File: src/rtl/pdpwm_pkg.sv
package pdpwm_pkg;
  localparam int MAX_CARRIERS = 14;
  localparam int LEVEL_W      = 4;
  localparam int GATE_W       = 9;

  typedef struct packed {
    logic       fullScale;  // 1: fourteen carriers, 0: six
    logic [2:0] halfCnt;    // carriers per half-stack in force
  } pwmCtrl_t;
endpackage

File: src/rtl/pdpwm_ctrl.sv
module pdpwm_ctrl
  import pdpwm_pkg::*;
#(
  parameter int BAND  = 256,
  parameter int TRI_W = 9
) (
  input  logic             clk,
  input  logic             rstN,
  input  logic             modeSel,
  output logic [TRI_W-1:0] triVal,
  output pwmCtrl_t         ctl
);
  logic [TRI_W-1:0] triQ;
  logic             risingQ;
  logic             modeQ;
  logic             atPeak;

  assign atPeak = (triQ == TRI_W'(BAND));

  always_ff @(posedge clk) begin
    if (!rstN) begin
      triQ    <= '0;
      risingQ <= 1'b1;
    end else if (risingQ) begin
      triQ <= triQ + 1'b1;
      if (triQ == TRI_W'(BAND - 1)) risingQ <= 1'b0;
    end else begin
      triQ <= triQ - 1'b1;
      if (triQ == TRI_W'(1)) risingQ <= 1'b1;
    end
  end

  always_ff @(posedge clk) begin
    if (!rstN)       modeQ <= 1'b0;
    else if (atPeak) modeQ <= modeSel;
  end

  assign triVal        = triQ;
  assign ctl.fullScale = modeQ;
  assign ctl.halfCnt   = modeQ ? 3'd7 : 3'd3;

  p_tri_bound_r2: assert property (@(posedge clk) disable iff (!rstN)
    triQ <= TRI_W'(BAND));
  p_tri_turn_r2: assert property (@(posedge clk) disable iff (!rstN)
    (triQ == TRI_W'(BAND)) |=> (triQ == TRI_W'(BAND - 1)));
  p_mode_hold_r5: assert property (@(posedge clk) disable iff (!rstN)
    (triQ != TRI_W'(BAND)) |=> $stable(modeQ));
endmodule

File: src/rtl/pdpwm_decoder.sv
module pdpwm_decoder
  import pdpwm_pkg::*;
(
  input  logic signed [LEVEL_W-1:0] level,
  input  logic                      fullScale,
  output logic [GATE_W-1:0]         pattern
);
  // pattern[8] = S1 ... pattern[0] = S9
  always_comb begin
    pattern = '0;
    if (fullScale) begin
      case (level)
        4'sd7:  pattern = 9'b011001010;
        4'sd6:  pattern = 9'b010101010;
        4'sd5:  pattern = 9'b100101010;
        4'sd4:  pattern = 9'b011001100;
        4'sd3:  pattern = 9'b010101100;
        4'sd2:  pattern = 9'b100101100;
        4'sd1:  pattern = 9'b011010010;
        4'sd0:  pattern = 9'b010101001;
        -4'sd1: pattern = 9'b100101001;
        -4'sd2: pattern = 9'b011010100;
        -4'sd3: pattern = 9'b101010100;
        -4'sd4: pattern = 9'b100110100;
        -4'sd5: pattern = 9'b011010001;
        -4'sd6: pattern = 9'b101010001;
        -4'sd7: pattern = 9'b100110001;
        default: pattern = '0;
      endcase
    end else begin
      case (level)
        4'sd3:  pattern = 9'b011001001;
        4'sd2:  pattern = 9'b011001100;
        4'sd1:  pattern = 9'b011010010;
        4'sd0:  pattern = 9'b101010010;
        -4'sd1: pattern = 9'b100101001;
        -4'sd2: pattern = 9'b100110100;
        -4'sd3: pattern = 9'b100110001;
        default: pattern = '0;
      endcase
    end
  end
endmodule

File: src/rtl/pdpwm_datapath.sv
module pdpwm_datapath
  import pdpwm_pkg::*;
#(
  parameter int REF_W = 12,
  parameter int BAND  = 256,
  parameter int TRI_W = 9
) (
  input  logic                      clk,
  input  logic                      rstN,
  input  logic signed [REF_W-1:0]   refSample,
  input  logic [TRI_W-1:0]          triVal,
  input  pwmCtrl_t                  ctl,
  output logic signed [LEVEL_W-1:0] levelOut,
  output logic [GATE_W-1:0]         gateOut
);
  localparam int SPAN_W = TRI_W + 3;
  localparam int CMP_W  = ((REF_W > SPAN_W) ? REF_W : SPAN_W) + 2;

  logic signed [CMP_W-1:0] refExt;
  logic signed [CMP_W-1:0] triExt;
  logic [MAX_CARRIERS-1:0] above;

  assign refExt = CMP_W'(refSample);
  assign triExt = signed'(CMP_W'(triVal));

  for (genvar k = 0; k < MAX_CARRIERS; k++) begin : g_carrier
    localparam int OFF_FULL = (k - 7) * BAND;
    localparam int OFF_HALF = (k - 3) * BAND;
    localparam bit IN_HALF  = (k < 6);
    logic signed [CMP_W-1:0] offs;
    logic signed [CMP_W-1:0] carVal;
    always_comb begin
      offs     = ctl.fullScale ? CMP_W'(OFF_FULL) : CMP_W'(OFF_HALF);
      carVal   = triExt + offs;
      above[k] = (ctl.fullScale || IN_HALF) && (refExt > carVal);
    end
  end

  logic [3:0]        nAbove;
  logic signed [4:0] lvlWide;
  always_comb begin
    nAbove = '0;
    for (int i = 0; i < MAX_CARRIERS; i++) nAbove = nAbove + {3'b000, above[i]};
    lvlWide = $signed({1'b0, nAbove}) - $signed({2'b00, ctl.halfCnt});
  end

  logic signed [LEVEL_W-1:0] levelQ;
  logic                      lvModeQ;
  logic [GATE_W-1:0]         pattern;
  logic [GATE_W-1:0]         gateQ;

  always_ff @(posedge clk) begin
    if (!rstN) begin
      levelQ  <= '0;
      lvModeQ <= 1'b0;
    end else begin
      levelQ  <= lvlWide[LEVEL_W-1:0];
      lvModeQ <= ctl.fullScale;
    end
  end

  pdpwm_decoder u_dec (
    .level    (levelQ),
    .fullScale(lvModeQ),
    .pattern  (pattern)
  );

  always_ff @(posedge clk) begin
    if (!rstN) gateQ <= '0;
    else       gateQ <= pattern;
  end

  assign levelOut = levelQ;
  assign gateOut  = gateQ;

  p_level_range_r4: assert property (@(posedge clk) disable iff (!rstN)
    lvModeQ ? (levelQ >= -4'sd7 && levelQ <= 4'sd7) : (levelQ >= -4'sd3 && levelQ <= 4'sd3));
  p_legs_r9: assert property (@(posedge clk) disable iff (!rstN)
    $past(rstN) |-> (gateQ[8] != gateQ[7] && gateQ[6] != gateQ[5] && gateQ[4] != gateQ[3]));
  p_onehot_r9: assert property (@(posedge clk) disable iff (!rstN)
    $past(rstN) |-> ($countones(gateQ[2:0]) == 1));
  p_pos_sign_r10: assert property (@(posedge clk) disable iff (!rstN)
    ($past(rstN) && !$past(lvModeQ) && $past(levelQ) > 4'sd0) |-> (gateQ[8:7] == 2'b01));
  p_neg_sign_r10: assert property (@(posedge clk) disable iff (!rstN)
    ($past(rstN) && !$past(lvModeQ) && $past(levelQ) < 4'sd0) |-> (gateQ[8:7] == 2'b10));
endmodule

File: src/rtl/pdpwm_top.sv
module pdpwm_top
  import pdpwm_pkg::*;
#(
  parameter int CLK_HZ     = 2_560_000,
  parameter int CARRIER_HZ = 5_000,
  parameter int REF_W      = 12
) (
  input  logic                      clk,
  input  logic                      rstN,
  input  logic signed [REF_W-1:0]   refSample,
  input  logic                      modeSel,
  output logic [GATE_W-1:0]         gateOut,
  output logic signed [LEVEL_W-1:0] levelOut,
  output logic                      modeActive
);
  localparam int BAND  = CLK_HZ / (2 * CARRIER_HZ);
  localparam int TRI_W = $clog2(BAND + 1);

  logic [TRI_W-1:0] triVal;
  pwmCtrl_t         ctl;

  pdpwm_ctrl #(.BAND(BAND), .TRI_W(TRI_W)) u_ctrl (
    .clk    (clk),
    .rstN   (rstN),
    .modeSel(modeSel),
    .triVal (triVal),
    .ctl    (ctl)
  );

  pdpwm_datapath #(.REF_W(REF_W), .BAND(BAND), .TRI_W(TRI_W)) u_dp (
    .clk      (clk),
    .rstN     (rstN),
    .refSample(refSample),
    .triVal   (triVal),
    .ctl      (ctl),
    .levelOut (levelOut),
    .gateOut  (gateOut)
  );

  assign modeActive = ctl.fullScale;
endmodule

File: config.mk
export PLATFORM = sky130hd
export DESIGN_NAME = pdpwm_top
export DESIGN_NICKNAME = d
export VERILOG_FILES = /design/src/rtl/pdpwm_pkg.sv /design/src/rtl/pdpwm_ctrl.sv /design/src/rtl/pdpwm_decoder.sv /design/src/rtl/pdpwm_datapath.sv /design/src/rtl/pdpwm_top.sv
export SDC_FILE = /design/constraint.sdc
export NUM_CORES = 1
export LEC_CHECK = 0
export ABC_CLOCK_PERIOD_IN_PS = 14000
export BUFFER_PORTS_ARGS = -buffer_cell sky130_fd_sc_hd__buf_2
export CORE_MARGIN = 4
export CORE_UTILIZATION = 45
export DETAILED_ROUTE_END_ITERATION = 8
export MAX_ROUTING_LAYER = met4
export PLACE_DENSITY = 0.75
export SYNTH_ARGS = -nofsm -noshare
export SYNTH_HDL_FRONTEND = slang
export SYNTH_SLANG_ARGS = --single-unit
File: constraint.sdc
create_clock -name clk -period 14 [get_ports clk]
set_clock_uncertainty 0.05 [all_clocks]
set_input_delay 4.2 -clock clk [delete_from_list [all_inputs] [get_ports clk]]
set_output_delay 4.2 -clock clk [all_outputs]
set_load 0.02 [all_outputs]
==> results.md <==
- Hold Fails Final Rpt: 0
- Final period util: a little under three quarters
- Initial antenna violation count: 0
- Post-cts gate resize count: 0
- Core Region: 0.00606 sq mm
- Area grow syn2layout: 9.51%
- Min cycle time layout: ~10 ns
- Post-CTS Setup Repair Bufs: 0
- DRC viols: 0
- Fin nets: ~430
- Wirelength, routed: roughly 5900 um
- H-tree Lvls: 2
- Crit-path max cell delay: approximately 0.55 ns
- Total vias in the final route: approximately 2400
- Async SR Flop Fraction: 0%
- Mapped Area: around 0.0029 sq mm
- VDD IR max: between 0.07 and 0.08 mV
- Post-DP HPWL: between 4000 and 5000 um
- N_diodes: 0
- Leak: ~1.5 nW
- Die Wd: approximately 88 um
- Crit-path cells: buf_2 > ha_1 > nand2_1 > or3_4 > a2111oi_2 > o21bai_1 > a31oi_1 > fa_1 > inv_1 > fa_1 > fa_1 > inv_1 > fa_1 > inv_1 > fa_1 > fa_1 > nand2b_1 > ha_1 > mux4_1
- Yosys cell types: 60
- Maxcap violations: 0
- Dpl ws: 3.64 ns
- R2R setup slack: about 7.4 ns
- Post-synth EDFFs: 0
- Layout cell share with drive strength beyond 1: 13.4%
- Crit path top cell by count: fa_1
- Synth area leader: dfxtp_1
- Endpoints failing setup: 0
- Status: completed
- Critical-path maximum fanout: 6
- Post-synthesis sequential area ratio: roughly a quarter
- TritonCTS clock tree: yes
- Hold_ws: slightly above 0.4 ns
- Yosys warning count: 0
- Initial DRC count: roughly 230
- Final worst slack: 3.96 ns
- Filler instances: between 500 and 600
- Syn_nets: roughly 400
- Startpoint types: input pin
- Largest net degree at the start of global routing: 20
- Initial Utilization: a little under half
- Share of the synthesized area in the top cell type: a little under a quarter
- Peak Freq: 0.0996 GHz
- Hold bufs inserted after CTS: 0
- Syn Area/Cell: between 8 and 9 sq um
- Synth top area cells: dfxtp_1, ha_1, fa_1
- Drt first pass iters: 4
- Number of top-level pins: 29
- GRT Overall Usage: ~17%
- Final Cell Area: roughly 0.0032 sq mm
- Pins over their slew limit: 0
- Antenna-violating nets left: 0
- HP Class: reg2reg
- Cells after synthesis: about 340
- Synthesized flop and latch total: 34
- Die height: between 80 and 90 um
- Worst skew pair latency: between 0.2 and 0.3 ns
- I/O Buffers: 28
- Ys flop type: dfxtp_1
- Clock Tree Root: clkbuf_8
- PwrDens: approximately 110 mW/mm^2
- Vias in the first global route: around 2200
- CTS clock-pin slew for the worst setup and hold paths: approximately 0.070 ns
- Crit path arrival time: between 10 and 15 ns
- Number of buffers created by CTS: 5
- Max-slew headroom at the worst pin: between 40% and 50%
- DR WL/cell: ~13 um
- Drt via density: about 5.5
- Hold path depth: 2
- Die area: between 0.007 and 0.008 sq mm
- Final total power: ~0.36 mW
- Grt total ovfl: 0
- # rows: 28
- Critical path class: in2reg
- Gpl congestion: between 0.9 and 1
- Clock sink count: 34
- Clock Path Buffers: 2
- Unrepaired setup endpoints after global routing: false
- Worst Reg2Reg Path Length in Cells: 18
- Placed instance area: 0.00307 sq mm
- Required @ worst endpoint: 14.10 ns
- Global-route wire length before repair: roughly 10000 um
- Critical path endpoint category: flop
- CP max stage cell: fa_1
- Actual slew at the worst max-slew pin: about 0.80 ns
- Setup TNS: 0 ns
[cells in the final DEF, fill, tap and decap left out, types with 4 or more instances in the layout]
master / netlist / final
o21ai_0: 12 / 12
nor2_1: 38 / 38
nand4_1: 4 / 4
o21a_1: 4 / 4
xnor2_1: 8 / 8
fa_1: 10 / 10
nand2_1: 22 / 22
mux2i_1: 6 / 6
a21oi_1: 18 / 18
a21o_1: 4 / 4
a211o_1: 6 / 6
inv_1: 40 / 40
dfxtp_1: 34 / 34
nor2b_1: 4 / 4
nor3_1: 9 / 9
a31oi_1: 4 / 4
ha_1: 39 / 39
nand3_1: 8 / 8
clkbuf_8: 0 / 6
nand2b_1: 5 / 5
or3_1: 4 / 4
buf_2: 1 / 28
[logic make-up after synthesis]
logic type      count (synthesis)  synth area share [%]
simple gates                  112                  19.1
flops                          34                  23.6
compound gates                 76                  18.9
mux                             8                  3.78
fa+ha+maj                      49                  23.9
xor+xnor                       12                  3.91
buf+inv                        52                  6.82
[cell usage after synthesis, drive strengths merged, types with 2 or more instances]
| cell | count |
|---|---|
| mux4 | 2 |
| nor3b | 3 |
| a211o | 6 |
| o21bai | 2 |
| fa | 10 |
| a2111oi | 2 |
| nand3 | 8 |
| o21a | 4 |
| nor2b | 4 |
| a21oi | 19 |
| nor2 | 38 |
| and2 | 2 |
| or3 | 5 |
| nand3b | 2 |
| a211oi | 4 |
| clkbuf | 10 |
| inv | 40 |
| xnor2 | 9 |
| nand4 | 4 |
| o31ai | 2 |
| nand2 | 24 |
| a31oi | 4 |
| dfxtp | 34 |
| o22ai | 3 |
| o311ai | 2 |
| and3 | 4 |
| mux2i | 6 |
| xor2 | 3 |
| nand2b | 5 |
| a21o | 4 |
| a41o | 2 |
| nor3 | 9 |
| o21ai | 12 |
| ha | 39 |
[cell type report]
| cell class | instances | area, sq um | area share (%) |
|---|---|---|---|
| flip-flops and latches | 34 | 681 | 21.6 |
| inverters | 41 | 154 | 4.88 |
| clock buffers | 6 | 82.6 | 2.62 |
| multi-input cells | 257 | 2000 | 63.5 |
| well taps | 75 | 93.8 | 2.97 |
| repair buffers | 28 | 140 | 4.44 |
[where the power goes]
| part | leakage (nW) | total [mW] | switching (mW) | internal (mW) |
|---|---|---|---|---|
| registers | 0.280 | 0.131 | 0.0116 | 0.120 |
| clock network | 0.0431 | 0.0692 | 0.0313 | 0.0379 |
| logic | 1.13 | 0.155 | 0.0905 | 0.0643 |
| total | 1.45 | 0.355 | 0.133 | 0.222 |
[metrics by stage]
step | utilization (%) | instances
after floorplan | - | 343
after global placement | 50.7 | 435
after detailed placement | 50.7 | 435
after CTS | 52.1 | 441
after global routing | 52.1 | 441
final | 52.1 | 441
[worst paths after layout]
kind                         start              end
hold / removal                flop  u_dp.gateOut[2]
setup / recovery      refSample[7]             flop
setup reg to reg  u_ctrl.triVal[8]             flop
hold reg to reg               flop  u_dp.gateOut[2]
[per-layer routing]
metal,part of all wire [%],up-vias,global-route usage [%]
li1,-,1235,-
met1,47,1111,21.8
met2,47,52,27.4
met3,4.7,8,3.29
met4,0.80,0,3.43
met5,0,-,-
[critical path: cells and delay by family]
| family | cells | cell delay, ns |
|---|---|---|
| buffers and inverters | 4 | 0.28 |
| adder cells (fa/ha/maj) | 8 | 3.56 |
| multiplexers | 1 | 0.50 |
| AND/OR/NAND/NOR | 3 | 0.75 |
| AO/OA/AOI/OAI | 3 | 0.87 |
Note: power is estimated with default switching activity, not from simulation.
